===== config.mk =====
export PLATFORM = sky130hd
export DESIGN_NAME = amp_pwrseq
export DESIGN_NICKNAME = d
export VERILOG_FILES = /design/src/rtl/amp_pwrseq_pkg.sv /design/src/rtl/amp_pwrseq_timer.sv /design/src/rtl/amp_pwrseq_fsm.sv /design/src/rtl/amp_pwrseq_gate.sv /design/src/rtl/amp_pwrseq.sv
export SDC_FILE = /design/constraint.sdc
export NUM_CORES = 1
export LEC_CHECK = 0
export CAP_MARGIN = 20
export CORE_UTILIZATION = 30
export CTS_CLUSTER_SIZE = 30
export DETAILED_ROUTE_END_ITERATION = 8
export SLEW_MARGIN = 20
export SYNTH_ARGS = -nofsm -noshare
export SYNTH_HDL_FRONTEND = slang
export SYNTH_HIERARCHICAL = 1
export SYNTH_SLANG_ARGS = --single-unit

===== constraint.sdc =====
create_clock -name clk_i -period 4.55 [get_ports clk_i]
set_clock_uncertainty 0.1 [all_clocks]
set_input_delay 0.6825 -clock clk_i [delete_from_list [all_inputs] [get_ports clk_i]]
set_output_delay 0.6825 -clock clk_i [all_outputs]
set_load 0.05 [all_outputs]

===== src/rtl/amp_pwrseq_pkg.sv =====
package amp_pwrseq_pkg;

   // Phase codes are visible on phase_o; the order is the power-up order.
   typedef enum logic [2:0] {
      PH_SLEEP  = 3'd0,
      PH_WAKE   = 3'd1,
      PH_BUSRDY = 3'd2,
      PH_CLKRUN = 3'd3,
      PH_ACTIVE = 3'd4
   } phase_e;

   localparam int unsigned MAX_MUTE_FS = 128;

   function automatic int unsigned max3(input int unsigned a, input int unsigned b,
                                        input int unsigned c);
      int unsigned m;
      m = (a > b) ? a : b;
      return (m > c) ? m : c;
   endfunction

endpackage


===== src/rtl/amp_pwrseq_timer.sv =====
// Saturating event counter. EARLY selects whether the flag also fires on the
// event that reaches the limit (used for phase hand-over in the same edge).
module amp_pwrseq_timer #(
   parameter int unsigned CNT_W = 8,
   parameter bit          EARLY = 1'b1
) (
   input  logic             clk_i,
   input  logic             rst_ni,
   input  logic             clr_i,
   input  logic             inc_i,
   input  logic [CNT_W-1:0] lim_i,
   output logic             flag_o
);

   logic [CNT_W-1:0] cnt_q;
   logic             at_lim;

   assign at_lim = (cnt_q == lim_i);

   always_ff @(posedge clk_i or negedge rst_ni) begin
      if (!rst_ni) begin
         cnt_q <= '0;
      end else if (clr_i) begin
         cnt_q <= '0;
      end else if (inc_i && !at_lim) begin
         cnt_q <= cnt_q + CNT_W'(1);
      end
   end

   generate
      if (EARLY) begin : g_early
         logic hit_now;
         assign hit_now = inc_i && (cnt_q == (lim_i - CNT_W'(1)));
         assign flag_o  = hit_now || at_lim;
      end else begin : g_plain
         assign flag_o = at_lim;
      end
   endgenerate

endmodule


===== src/rtl/amp_pwrseq_fsm.sv =====
module amp_pwrseq_fsm
   import amp_pwrseq_pkg::*;
#(
   parameter int unsigned WAKE_TICKS  = 40,
   parameter int unsigned SETUP_TICKS = 660,
   parameter int unsigned LOCK_TICKS  = 300,
   parameter int unsigned MUTE_FS     = 128
) (
   input  logic   clk_i,
   input  logic   rst_ni,
   input  logic   pwr_up_i,
   input  logic   enable_i,
   input  logic   ctrl_reg_i,
   input  logic   fs_tick_i,
   output phase_e phase_o,
   output logic   reg_mode_o,
   output logic   fs_done_o
);

   localparam int unsigned MAX_TICKS = max3(WAKE_TICKS, SETUP_TICKS, LOCK_TICKS);
   localparam int unsigned T_W       = $clog2(MAX_TICKS + 1);
   localparam int unsigned F_W       = $clog2(MUTE_FS + 1);

   phase_e         phase_q, phase_d;
   logic           mode_q;
   logic           t_clr, t_inc, t_flag;
   logic [T_W-1:0] t_lim;
   logic           lock_ok;

   // Phase timer: one counter reused by wake, settings window and lock wait.
   amp_pwrseq_timer #(
      .CNT_W (T_W),
      .EARLY (1'b1)
   ) u_phase_tmr (
      .clk_i  (clk_i),
      .rst_ni (rst_ni),
      .clr_i  (t_clr),
      .inc_i  (t_inc),
      .lim_i  (t_lim),
      .flag_o (t_flag)
   );

   // Sample-period timer: restarts whenever active is left.
   amp_pwrseq_timer #(
      .CNT_W (F_W),
      .EARLY (1'b0)
   ) u_fs_tmr (
      .clk_i  (clk_i),
      .rst_ni (rst_ni),
      .clr_i  (phase_q != PH_ACTIVE),
      .inc_i  (fs_tick_i),
      .lim_i  (F_W'(MUTE_FS)),
      .flag_o (fs_done_o)
   );

   assign lock_ok = t_flag;

   always_comb begin
      phase_d = phase_q;
      t_clr   = 1'b0;
      t_inc   = 1'b0;
      t_lim   = T_W'(LOCK_TICKS);
      unique case (phase_q)
         PH_SLEEP: begin
            t_clr = 1'b1;
            phase_d = PH_WAKE;
         end
         PH_WAKE: begin
            t_inc = 1'b1;
            t_lim = T_W'(WAKE_TICKS);
            if (t_flag) begin
               phase_d = PH_BUSRDY;
               t_clr   = 1'b1;
            end
         end
         PH_BUSRDY: begin
            t_inc = 1'b1;
            t_lim = T_W'(SETUP_TICKS);
            if (t_flag) begin
               phase_d = PH_CLKRUN;
               t_clr   = 1'b1;
            end
         end
         PH_CLKRUN: begin
            t_inc = 1'b1;
            if (lock_ok && enable_i) begin
               phase_d = PH_ACTIVE;
            end
         end
         PH_ACTIVE: begin
            if (!enable_i) begin
               phase_d = PH_CLKRUN;
            end
         end
         default: begin
            phase_d = PH_SLEEP;
            t_clr   = 1'b1;
         end
      endcase
      if (!pwr_up_i) begin
         phase_d = PH_SLEEP;
         t_clr   = 1'b1;
      end
   end

   always_ff @(posedge clk_i or negedge rst_ni) begin
      if (!rst_ni) begin
         phase_q <= PH_SLEEP;
         mode_q  <= 1'b0;
      end else begin
         phase_q <= phase_d;
         if (phase_q == PH_SLEEP && pwr_up_i) begin
            mode_q <= ctrl_reg_i;
         end
      end
   end

   assign phase_o    = phase_q;
   assign reg_mode_o = mode_q;

endmodule


===== src/rtl/amp_pwrseq_gate.sv =====
// Output stage: every control is qualified by the live power-up level so
// that sleep takes effect without waiting for a clock edge.
module amp_pwrseq_gate
   import amp_pwrseq_pkg::*;
(
   input  logic       pwr_up_i,
   input  logic       mute_off_i,
   input  phase_e     phase_i,
   input  logic       reg_mode_i,
   input  logic       fs_done_i,
   output logic       bus_ready_o,
   output logic       clk_start_o,
   output logic       out_en_o,
   output logic       demute_o,
   output logic [2:0] phase_o
);

   logic past_wake, clk_on, active;

   assign past_wake = (phase_i == PH_BUSRDY) || (phase_i == PH_CLKRUN) ||
                      (phase_i == PH_ACTIVE);
   assign clk_on    = (phase_i == PH_CLKRUN) || (phase_i == PH_ACTIVE);
   assign active    = (phase_i == PH_ACTIVE);

   assign bus_ready_o = pwr_up_i && reg_mode_i && past_wake;
   assign clk_start_o = pwr_up_i && clk_on;
   assign out_en_o    = pwr_up_i && active;
   assign demute_o    = pwr_up_i && active && fs_done_i && mute_off_i;
   assign phase_o     = pwr_up_i ? phase_i : PH_SLEEP;

endmodule


===== src/rtl/amp_pwrseq.sv =====
module amp_pwrseq
   import amp_pwrseq_pkg::*;
#(
   parameter int unsigned WAKE_TICKS    = 40,
   parameter int unsigned SETUP_TICKS   = 660,
   parameter int unsigned LOCK_TICKS    = 300,
   parameter int unsigned TON_MIN_TICKS = 700,
   parameter int unsigned TON_MAX_TICKS = 1350,
   parameter int unsigned MUTE_FS       = 128
) (
   input  logic       clk_i,
   input  logic       rst_ni,
   input  logic       pwr_up_i,
   input  logic       enable_i,
   input  logic       ctrl_reg_i,
   input  logic       fs_tick_i,
   input  logic       mute_off_i,
   output logic       bus_ready_o,
   output logic       clk_start_o,
   output logic       out_en_o,
   output logic       demute_o,
   output logic [2:0] phase_o
);

   localparam int unsigned TON_TICKS = WAKE_TICKS + SETUP_TICKS + LOCK_TICKS;

   // parameter legality
   generate
      if (WAKE_TICKS < 1 || SETUP_TICKS < 1 || LOCK_TICKS < 1) begin : g_bad_ticks
         $error("amp_pwrseq: every phase needs at least one tick");
      end
      if (MUTE_FS < 1 || MUTE_FS > MAX_MUTE_FS) begin : g_bad_fs
         $error("amp_pwrseq: MUTE_FS out of range");
      end
      if (TON_TICKS < TON_MIN_TICKS || TON_TICKS > TON_MAX_TICKS) begin : g_bad_ton
         $error("amp_pwrseq: turn-on time outside its window");
      end
   endgenerate

   phase_e phase_s;
   logic   reg_mode_s;
   logic   fs_done_s;

   amp_pwrseq_fsm #(
      .WAKE_TICKS  (WAKE_TICKS),
      .SETUP_TICKS (SETUP_TICKS),
      .LOCK_TICKS  (LOCK_TICKS),
      .MUTE_FS     (MUTE_FS)
   ) u_fsm (
      .clk_i      (clk_i),
      .rst_ni     (rst_ni),
      .pwr_up_i   (pwr_up_i),
      .enable_i   (enable_i),
      .ctrl_reg_i (ctrl_reg_i),
      .fs_tick_i  (fs_tick_i),
      .phase_o    (phase_s),
      .reg_mode_o (reg_mode_s),
      .fs_done_o  (fs_done_s)
   );

   amp_pwrseq_gate u_gate (
      .pwr_up_i    (pwr_up_i),
      .mute_off_i  (mute_off_i),
      .phase_i     (phase_s),
      .reg_mode_i  (reg_mode_s),
      .fs_done_i   (fs_done_s),
      .bus_ready_o (bus_ready_o),
      .clk_start_o (clk_start_o),
      .out_en_o    (out_en_o),
      .demute_o    (demute_o),
      .phase_o     (phase_o)
   );

endmodule


==> results of run 1 <==
## power breakdown
group          switching [mW]  internal [mW]
Sequential            0.00381          0.198
Combinational          0.0318         0.0208
Clock                  0.0661          0.118
Total                   0.102          0.336
## cell families (layout without fill, tap and decap cells)
logic type | Yosys count | after routing | share of synthesized area, %
multiplexers | 4 | 4 | 2.222
other | 2 | 17 | 0.3923
adder cells (fa/ha/maj) | 3 | 3 | 1.961
flip-flops | 22 | 22 | 28.76
XOR/XNOR | 30 | 30 | 14.12
AO/OA/AOI/OAI | 46 | 46 | 16.28
buffers and inverters | 17 | 26 | 5.163
AND/OR/NAND/NOR | 98 | 98 | 31.11
## flip-flops by register name, summed over array words and instances, names as in the netlist
signal and cells:
u_fsm/phase_o 3, u_fsm/u_phase_tmr/cnt_q 10, u_fsm/u_fs_tmr/cnt_q 8, u_fsm/reg_mode_o 1
## through the flow
step	std cells	util, %	hold slack [ns]
after CTS	321	36.65	0.4198
after global placement	317	35.47	0.3912
after global routing	321	36.57	0.3151
final	321	36.57	0.2789
after detailed placement	317	35.47	0.3986
after floorplan	237	-	0.2869
## synth_stat cells, drive strengths merged (2+ instances only)
| master | number | area (um^2) |
|---|---|---|
| a21boi | 2 | 15.02 |
| a21oi | 12 | 60.06 |
| and2 | 3 | 18.77 |
| and3 | 5 | 31.28 |
| buf | 8 | 53.80 |
| clkbuf | 2 | 18.76 |
| conb | 2 | 7.510 |
| dfrtp | 22 | 550.5 |
| ha | 3 | 37.54 |
| inv | 7 | 26.27 |
| mux2 | 2 | 22.52 |
| mux2i | 2 | 20.02 |
| nand2 | 14 | 52.55 |
| nand2b | 5 | 31.28 |
| nand3 | 8 | 40.04 |
| nand3b | 3 | 22.52 |
| nand4 | 6 | 67.56 |
| nand4b | 3 | 32.53 |
| nor2 | 21 | 86.33 |
| nor2b | 2 | 12.51 |
| nor3 | 6 | 30.03 |
| nor4 | 5 | 31.28 |
| o21ai | 11 | 55.05 |
| o31ai | 7 | 66.31 |
| or3 | 9 | 68.81 |
| or3b | 2 | 17.52 |
| or4 | 3 | 22.52 |
| xnor2 | 18 | 165.2 |
| xor2 | 12 | 105.1 |
## layout make-up
cell class	count	area (um^2)
clock inverter	1	30.03
sequential	22	550.5
multi-input combinational	198	1321
fill	632	3822
timing repair buffer	15	140.1
clock buffer	3	41.29
inverter	7	26.28
tap	75	93.84
## worst max-delay path by stage
stage / startpoint / end / slack (ns) / cells after the start
2_1_floorplan: u_fsm/phase_o[0] / u_fsm/u_phase_tmr/cnt_q[9] / 1.13 / 12
3_3_place_gp: u_fsm/phase_o[0] / u_fsm/u_phase_tmr/cnt_q[9] / 0.83 / 11
3_5_place_dp: u_fsm/phase_o[0] / u_fsm/u_phase_tmr/cnt_q[9] / 0.74 / 11
4_1_cts: u_fsm/phase_o[0] / u_fsm/u_phase_tmr/cnt_q[9] / 0.73 / 11
5_1_grt: u_fsm/phase_o[0] / u_fsm/u_phase_tmr/cnt_q[9] / 0.37 / 11
6_report: u_fsm/phase_o[0] / u_fsm/u_phase_tmr/cnt_q[9] / 0.75 / 11
## worst max-delay path: stages (launching register included)
cell,delay [ns]
dfrtp_1,0.55
or3_4,0.53
inv_1,0.33
nor3_1,0.16
a2111oi_0,0.38
a31o_2,0.16
o2111ai_1,0.12
o31ai_1,0.60
a21boi_0,0.19
o311ai_1,0.27
buf_4,0.23
a21oi_1,0.05
## layout by cell type (no fill, tap or decap), drive strengths merged, types with 3 or more instances in the layout
cell type	synthesis	final
dfrtp	22	22
nor2	21	21
xnor2	18	18
conb	2	17
nand2	14	14
clkdlybuf4s50	0	12
xor2	12	12
a21oi	12	12
o21ai	11	11
or3	9	9
nand3	8	8
inv	7	7
o31ai	7	7
nor3	6	6
nand4	6	6
nand2b	5	5
and3	5	5
nor4	5	5
clkbuf	2	3
nand3b	3	3
or4	3	3
ha	3	3
and2	3	3
buf	8	3
nand4b	3	3
## metal layers
layer | track usage, % | wire length [um] | up-vias | part of all wire, %
met4 | 1.579 | 16 | 0 | 0.40
met1 | 17.12 | 2058 | 755 | 52
met2 | 20.00 | 1752 | 30 | 44
li1 | - | - | 842 | -
met3 | 3.000 | 154 | 2 | 3.9
met5 | 0 | 0 | - | 0
==> results by group, run 1 <==
Status
  • Status: finished clean

STA
  • Min cycle time layout: 3.799 ns
  • Final hold viol count: 0
  • Final critical-path share of the clock period: 83.50%
  • Worst setup margin: between 0.7 and 0.8 ns
  • Slew Limit Fails: 0
  • RSZ-0062 raised after global routing: false
  • Actual transition at the worst max-transition pin: 0.6942 ns
  • F_max: ~260 MHz
  • TNS Setup: 0 ns
  • Slew headroom: between 50% and 60%
  • Finish-stage setup viols: 0

Die
  • I/O pins: 14
  • Die height: slightly above 80 um
  • Starting Density: around a third
  • Rows: 28
  • DIE AREA: between 6000 and 7000 um^2
  • Die width: ~80 um
  • Core area: around 6000 um^2

Global route
  • Antenna violations before repair: 0
  • Vias in the first global route: approximately 1.4k
  • Total gr overflow: 0
  • GRT Total Usage: between 10% and 20%
  • First-pass GRT wire length: between 6000 and 7000 um
  • Largest net degree at the start of global routing: 23

Clock tree
  • H-tree levels: 1
  • CTS Sinks: 22
  • Clock buffer count from CTS: 3
  • CTS max path bufs: 2
  • Post-CTS setup buffers: 0
  • Clock transition at the registers of the reported paths: ~0.09 ns
  • Worst skew pair latency: roughly 0.27 ns
  • Post_cts resized: 0
  • CTS tree: built
  • CTS Root Cell: clkbuf_8
  • Hold Buf Count CTS: 0

Detailed routing
  • Post-Route WL: approximately 4000 um
  • DR vias/cell: between 5 and 6
  • Drt first pass iters: 4
  • Via count: approximately 1.6k
  • ANT nets after route: 0
  • Routed wire per std cell: roughly 12 um
  • DRC viols: 0
  • DRT iter0 DRCs: 95

Synth
  • Sequential fraction of the synthesis area: around 29%
  • EDFF count, synth: 0
  • Post-synthesis cell count: 222
  • Synth warn: 6
  • Main synth FF type: dfrtp_1
  • Synth async-reset ratio: 100.0%
  • FF+latch count, synth: 22
  • Synthesized area: ~1900 um^2
  • Synth cell types: 61
  • Mean post-synth cell area: 8.623 um^2

Placed design
  • Detailed Place HPWL: 2964 um
  • RePlAce Congestion: ~0.9
  • Port buffer count: 13
  • Placed instance area: between 2000 and 2500 um^2
  • Pre-CTS setup slack: approximately 0.74 ns

Worst setup path
  • Reg2reg start: u_fsm/phase_o[0]
  • WS Path Type: reg -> reg
  • Worst Path Required: roughly 4.6 ns
  • Worst setup SP type: register
  • Reg2Reg Capture Point: u_fsm/u_phase_tmr/cnt_q[9]
  • Worst Path Arrival: 3.84 ns
  • CP Max Fanout: 17
  • Worst reg2reg path depth: 11
  • Slack of the worst reg-to-reg path: about 0.75 ns
  • Worst Setup End Kind: register

Power and ir drop
  • Final Power: around 0.44 mW
  • Pwr dens: 198.7 nW/um^2
  • Max VDD drop: about 0.097 mV
  • Pleak: roughly 0.82 nW

Cells and area
  • P&R area growth vs syn: 15.10%
  • Number of diodes: 0
  • Net count reported at finish: between 200 and 300
  • Design area: ~2200 um^2
  • Layout cell share with drive strength beyond 1: under 10%

Job
  • MaxCap Viol Count: 0

Hold path
  • HP Class: in -> async
Power figures use the tool's default switching activity.
==> run 2: changes to the inputs <==
==> constraint.sdc (replaced) <==
create_clock -name clk_i -period 3.8 [get_ports clk_i]
set_clock_uncertainty 0.1 [all_clocks]
set_input_delay 0.57 -clock clk_i [delete_from_list [all_inputs] [get_ports clk_i]]
set_output_delay 0.57 -clock clk_i [all_outputs]
set_load 0.05 [all_outputs]
==> run 2 against run 1 <==
Net effect:
- largest power group unchanged
- core utilization down 0.12 points
- total power up 1.7%
- setup slack worse by 0.28 ns
==> results by group, run 2 (synthesized netlist as in run 1, its figures left out) <==
Worst setup path
  • CP Cell Sequence: inv_2 -> or3_4 -> inv_1 -> nor3_1 -> a2111oi_0 -> a31o_2 -> o2111ai_1 -> o31ai_1 -> buf_4 -> a21boi_0 -> o311ai_1 -> buf_4 -> a21oi_1
  • Worst Path Required: ~3.8 ns
  • Critical path's slowest cell: or3_4
  • Worst Setup End Kind: register
  • Buf/Inv on CP: 4
  • Worst Path Arrival: 3.37 ns
  • WS Path Type: reg -> reg
  • CP Max Fanout: 13
  • Worst setup SP type: register
  • Worst path max stage delay: 0.43 ns
  • CP delay by family, top: compound AO/OA/AOI/OAI gates
  • Top cell by count, worst path: buf_4

Power and ir drop
  • Max VDD drop: around 0.097 mV
  • Pwr dens: between 200 and 250 nW/um^2
  • Pleak: approximately 0.82 nW
  • Final Power: around 0.45 mW

Global route
  • Total gr overflow: 0
  • Vias in the first global route: approximately 1.5k
  • Antenna violations before repair: 0
  • First-pass GRT wire length: around 6700 um
  • GRT Total Usage: roughly an eighth
  • Largest net degree at the start of global routing: 23

Detailed routing
  • ANT nets after route: 0
  • DRC viols: 0
  • DRT iter0 DRCs: 110
  • DR vias/cell: 5.043
  • Post-Route WL: 3857 um
  • Via count: roughly 1.6k
  • Routed wire per std cell: about 12 um
  • Drt first pass iters: 4

Cells and area
  • Commonest cells after routing, fill and taps aside: dfrtp_1, nor2_1, xnor2_1, conb_1, nand2_1
  • Net count reported at finish: 260
  • Number of diodes: 0
  • Commonest non-fill, non-tap cell in the layout: dfrtp_1
  • # fillers: a little over 600
  • Layout cell share with drive strength beyond 1: 10.48%
  • Max reg flops: 10
  • P&R area growth vs syn: 14.71%
  • Register with the most flip-flops: u_fsm/u_phase_tmr/cnt_q
  • Finished Layout Cells: around 320
  • Design area: about 2200 um^2

Die
  • Core area: 6026 um^2
  • Die width: 81.88 um
  • Die height: approximately 80 um
  • Starting Density: between 30% and 40%
  • DIE AREA: 6704 um^2
  • Rows: 28
  • I/O pins: 14

STA
  • Actual transition at the worst max-transition pin: around 0.62 ns
  • TNS Setup: 0 ns
  • Slew headroom: about three fifths
  • Min cycle time layout: roughly 3.3 ns
  • Final hold viol count: 0
  • RSZ-0062 raised after global routing: false
  • Worst setup margin: around 0.47 ns
  • Final critical-path share of the clock period: between 80 and 90%
  • F_max: 300.1 MHz
  • Finish-stage setup viols: 0
  • Slew Limit Fails: 0

Clock tree
  • Post_cts resized: 0
  • Clock transition at the registers of the reported paths: ~0.080 ns
  • CTS Root Cell: clkbuf_8
  • CTS tree: built
  • Post-CTS setup buffers: 0
  • Clock buffer count from CTS: 3
  • Hold Buf Count CTS: 0
  • CTS Sinks: 22
  • CTS max path bufs: 2
  • H-tree levels: 1
  • Worst skew pair latency: 0.26 ns

Placed design
  • Port buffer count: 13
  • Placed instance area: 2160 um^2
  • Pre-CTS setup slack: between 0.4 and 0.5 ns
  • Cell Count Post-Placement: 320
  • Detailed Place HPWL: between 2000 and 3000 um
  • RePlAce Congestion: around 0.86

Hold path
  • HP Class: in -> async

Job
  • MaxCap Viol Count: 0

Status
  • Status: finished clean
[run 2: cell types whose count changed in the layout (fill, tap and decap cells not counted), sizes merged]
| cell | change |
|---|---|
| bufinv | -1 |
| buf | +3 |
[run 2: area by class of cell]
cell class / instances / area (um^2) / area share [%]
flip-flops and latches: 22 / 550.5 / 25.07
well taps: 75 / 93.84 / 4.273
clock buffers: 3 / 41.29 / 1.880
repair buffers: 18 / 162.7 / 7.407
inverters: 7 / 26.28 / 1.197
multi-input cells: 198 / 1321 / 60.17
[run 2: worst reg2reg max path, stage by stage (launching register included)]
cell and delay, ns:
dfrtp_1 0.37, inv_2 0.05, or3_4 0.43, inv_1 0.34, nor3_1 0.16, a2111oi_0 0.43, a31o_2 0.16, o2111ai_1 0.13
o31ai_1 0.22, buf_4 0.18, a21boi_0 0.08, o311ai_1 0.26, buf_4 0.23, a21oi_1 0.06
[run 2: final timing paths]
| check | end | depth (start not counted) | startpoint | slack (ns) |
|---|---|---|---|---|
| max | u_fsm/u_phase_tmr/cnt_q[9] | 13 | u_fsm/phase_o[1] | 0.47 |
| min | u_fsm/u_phase_tmr/cnt_q[7] | 1 | rst_ni | 0.17 |
| max reg2reg | u_fsm/u_phase_tmr/cnt_q[9] | 13 | u_fsm/phase_o[1] | 0.47 |
| min reg2reg | u_fsm/reg_mode_o | 1 | u_fsm/reg_mode_o | 0.41 |
| max in group asynchronous | u_fsm/reg_mode_o | 1 | rst_ni | 3.08 |
| min in group clk_i | u_fsm/reg_mode_o | 1 | u_fsm/reg_mode_o | 0.41 |
[run 2: per-stage QoR]
stage | util, % | hold slack [ns]
finish | 36.44 | 0.1701
floorplan | - | 0.1744
detailed placement | 35.84 | 0.3949
CTS | 36.52 | 0.4126
global route | 36.44 | 0.2183
global placement | 35.84 | 0.3921
[run 2: layer usage]
metal  track usage, %  part of all wire, %  vias to the layer above
met5                0                    0                        -
met4            3.158                 0.65                        0
met3            2.778                  3.5                        2
met2            21.32                   45                       25
met1            16.69                   51                      755
li1                 -                    -                      847
[run 2: report_power, final]
part | internal, mW | switching, mW | total, mW
combinational | 0.0257 | 0.0393 | 0.0651
clock | 0.0706 | 0.0701 | 0.141
sequential | 0.237 | 0.00269 | 0.240
==> run 3: changes to the inputs <==
==> constraint.sdc (replaced) <==
create_clock -name clk_i -period 3.8 [get_ports clk_i]
set_clock_uncertainty 0.1 [all_clocks]
set_input_delay 0.57 -clock clk_i [delete_from_list [all_inputs] [get_ports clk_i]]
set_output_delay 0.57 -clock clk_i [all_outputs]
set_load 0.02 [all_outputs]
==> run 3 against run 2 <==
Net effect:
- global-route usage rose by 0.38 points
- highest routed layer unchanged
- flip-flop and latch count unchanged
- largest power group unchanged
- die area unchanged
- clock power hardly changed
- cell count stayed put
- total power hardly changed
==> results by group, run 3 (synthesized netlist as in run 1, its figures left out) <==
Detailed routing
  • Routed wire per std cell: between 10 and 15 um
  • Met1 Routed Length: between 2000 and 2500 um
  • DRT iter0 DRCs: between 100 and 150
  • Post-Route WL: between 4000 and 5000 um
  • Via count: approximately 1.6k
  • Top layer reached by signal wires: met4
  • DR WL met2: 1781 um
  • Drt first pass iters: 4
  • DRC viols: 0
  • DR vias/cell: 5.062
  • ANT nets after route: 0
  • Met3 WL: approximately 160 um

Worst setup path
  • Critical path's slowest cell: or3_4
  • Worst Path Arrival: 3.33 ns
  • CP Max Fanout: 13
  • WS Path Type: reg -> reg
  • Top cell by count, worst path: buf_4
  • CP delay by family, top: compound AO/OA/AOI/OAI gates
  • Worst Setup End Kind: register
  • Worst setup SP type: register
  • Buf/Inv on CP: 4
  • CP Cell Sequence: inv_2 -> or3_4 -> inv_1 -> xor2_1 -> a2111oi_0 -> a31o_2 -> o2111ai_1 -> o31ai_1 -> buf_4 -> a21boi_0 -> o311ai_1 -> buf_4 -> a21oi_1
  • Slack of the worst reg-to-reg path: approximately 0.51 ns
  • Worst path max stage delay: roughly 0.43 ns
  • Worst Path Required: roughly 3.8 ns

Clock tree
  • H-tree levels: 1
  • Post_cts resized: 0
  • Worst skew pair latency: 0.26 ns
  • CTS Sinks: 22
  • Clock transition at the registers of the reported paths: approximately 0.070 ns
  • CTS tree: built
  • Hold Buf Count CTS: 0
  • CTS max path bufs: 2
  • Post-CTS setup buffers: 0
  • CTS Root Cell: clkbuf_8
  • Clock buffer count from CTS: 3

Power and ir drop
  • Internal: ~0.33 mW
  • Sw power: 0.1120 mW
  • Pwr dens: between 200 and 250 nW/um^2
  • Pleak: 0.8194 nW
  • Max VDD drop: about 0.11 mV
  • Logic pwr share: 14.6%
  • Sequential share of power: a little over half
  • Clock power share: a little under a third
  • Switching Share: between 20% and 30%

Global route
  • First-pass GRT wire length: about 6800 um
  • Total gr overflow: 0
  • Vias in the first global route: between 1k and 1.5k
  • GRT Total Usage: a little over an eighth
  • Largest net degree at the start of global routing: 23
  • Antenna violations before repair: 0

STA
  • Final hold viol count: 0
  • Slew headroom: ~56%
  • Worst setup margin: roughly 0.51 ns
  • Slew Limit Fails: 0
  • WHS: ~0.18 ns
  • TNS Setup: 0 ns
  • Final critical-path share of the clock period: a little under 90%
  • F_max: 303.7 MHz
  • Finish-stage setup viols: 0
  • Min cycle time layout: about 3.3 ns
  • RSZ-0062 raised after global routing: false
  • Actual transition at the worst max-transition pin: ~0.66 ns

Placed design
  • Pre-CTS setup slack: just over 0.5 ns
  • RePlAce Congestion: between 0.8 and 0.9
  • Detailed Place HPWL: about 3100 um
  • Port buffer count: 13

Job
  • MaxCap Viol Count: 0

Cells and area
  • Number of diodes: 0
  • Net count reported at finish: 260
  • P&R area growth vs syn: 14.71%
  • Register with the most flip-flops: u_fsm/u_phase_tmr/cnt_q
  • Commonest non-fill, non-tap cell in the layout: dfrtp_1
  • Layout cell share with drive strength beyond 1: between 10% and 20%
  • Commonest cells after routing, fill and taps aside: dfrtp_1, nor2_1, xnor2_1, conb_1, nand2_1
  • Max reg flops: 10

Die
  • Die height: a little over 80 um
  • I/O pins: 14
  • Starting Density: around a third
  • Rows: 28
  • Core area: 6026 um^2
  • Die width: ~82 um
  • DIE AREA: around 6700 um^2

Status
  • Status: finished clean

Hold path
  • HP Class: in -> async
run 3: cell counts in the layout (fill, tap and decap cells not counted):
No cell type changed its count.
run 3: per-stage QoR:
step	cells	power (mW)	util, %	instance area, um^2
after floorplan	237	0.2881	-	1971
after global placement	320	0.3084	35.84	2160
after detailed placement	320	0.3085	35.84	2160
after CTS	323	0.4530	36.52	2201
after global routing	323	0.4660	36.44	2196
final	323	0.4452	36.44	2196
run 3: final cells by class:
cell class                      instances  area [um^2]
Clock buffer                            3        41.29
Fill cell                             640         3830
Inverter                                7        26.28
Multi-Input combinational cell        198         1321
Sequential cell                        22        550.5
Tap cell                               75        93.84
Timing Repair Buffer                   18        162.7
run 3: final timing paths:
check / to / start / cells after the start
worst max-delay path: u_fsm/u_phase_tmr/cnt_q[2] / u_fsm/phase_o[1] / 13
worst min-delay path: u_fsm/u_phase_tmr/cnt_q[9] / rst_ni / 1
worst max register to register: u_fsm/u_phase_tmr/cnt_q[2] / u_fsm/phase_o[1] / 13
worst min register to register: u_fsm/reg_mode_o / u_fsm/reg_mode_o / 1
max in group asynchronous: u_fsm/u_fs_tmr/cnt_q[0] / rst_ni / 1
min in group clk_i: u_fsm/reg_mode_o / u_fsm/reg_mode_o / 1
run 3: power by group through the flow:
stage | combinational [mW] | sequential, mW | clock (mW)
CTS | 0.0646 | 0.239 | 0.149
global placement | 0.0643 | 0.244 | 0
global route | 0.0726 | 0.240 | 0.153
detailed placement | 0.0644 | 0.244 | 0
floorplan | 0.0443 | 0.244 | 0
finish | 0.0648 | 0.239 | 0.141
run 3: routing by layer:
metal | GRT usage (%) | vias to the layer above
met4 | 2.632 | 0
met3 | 3.000 | 2
met5 | 0 | -
met2 | 20.17 | 29
met1 | 18.77 | 761
li1 | - | 843
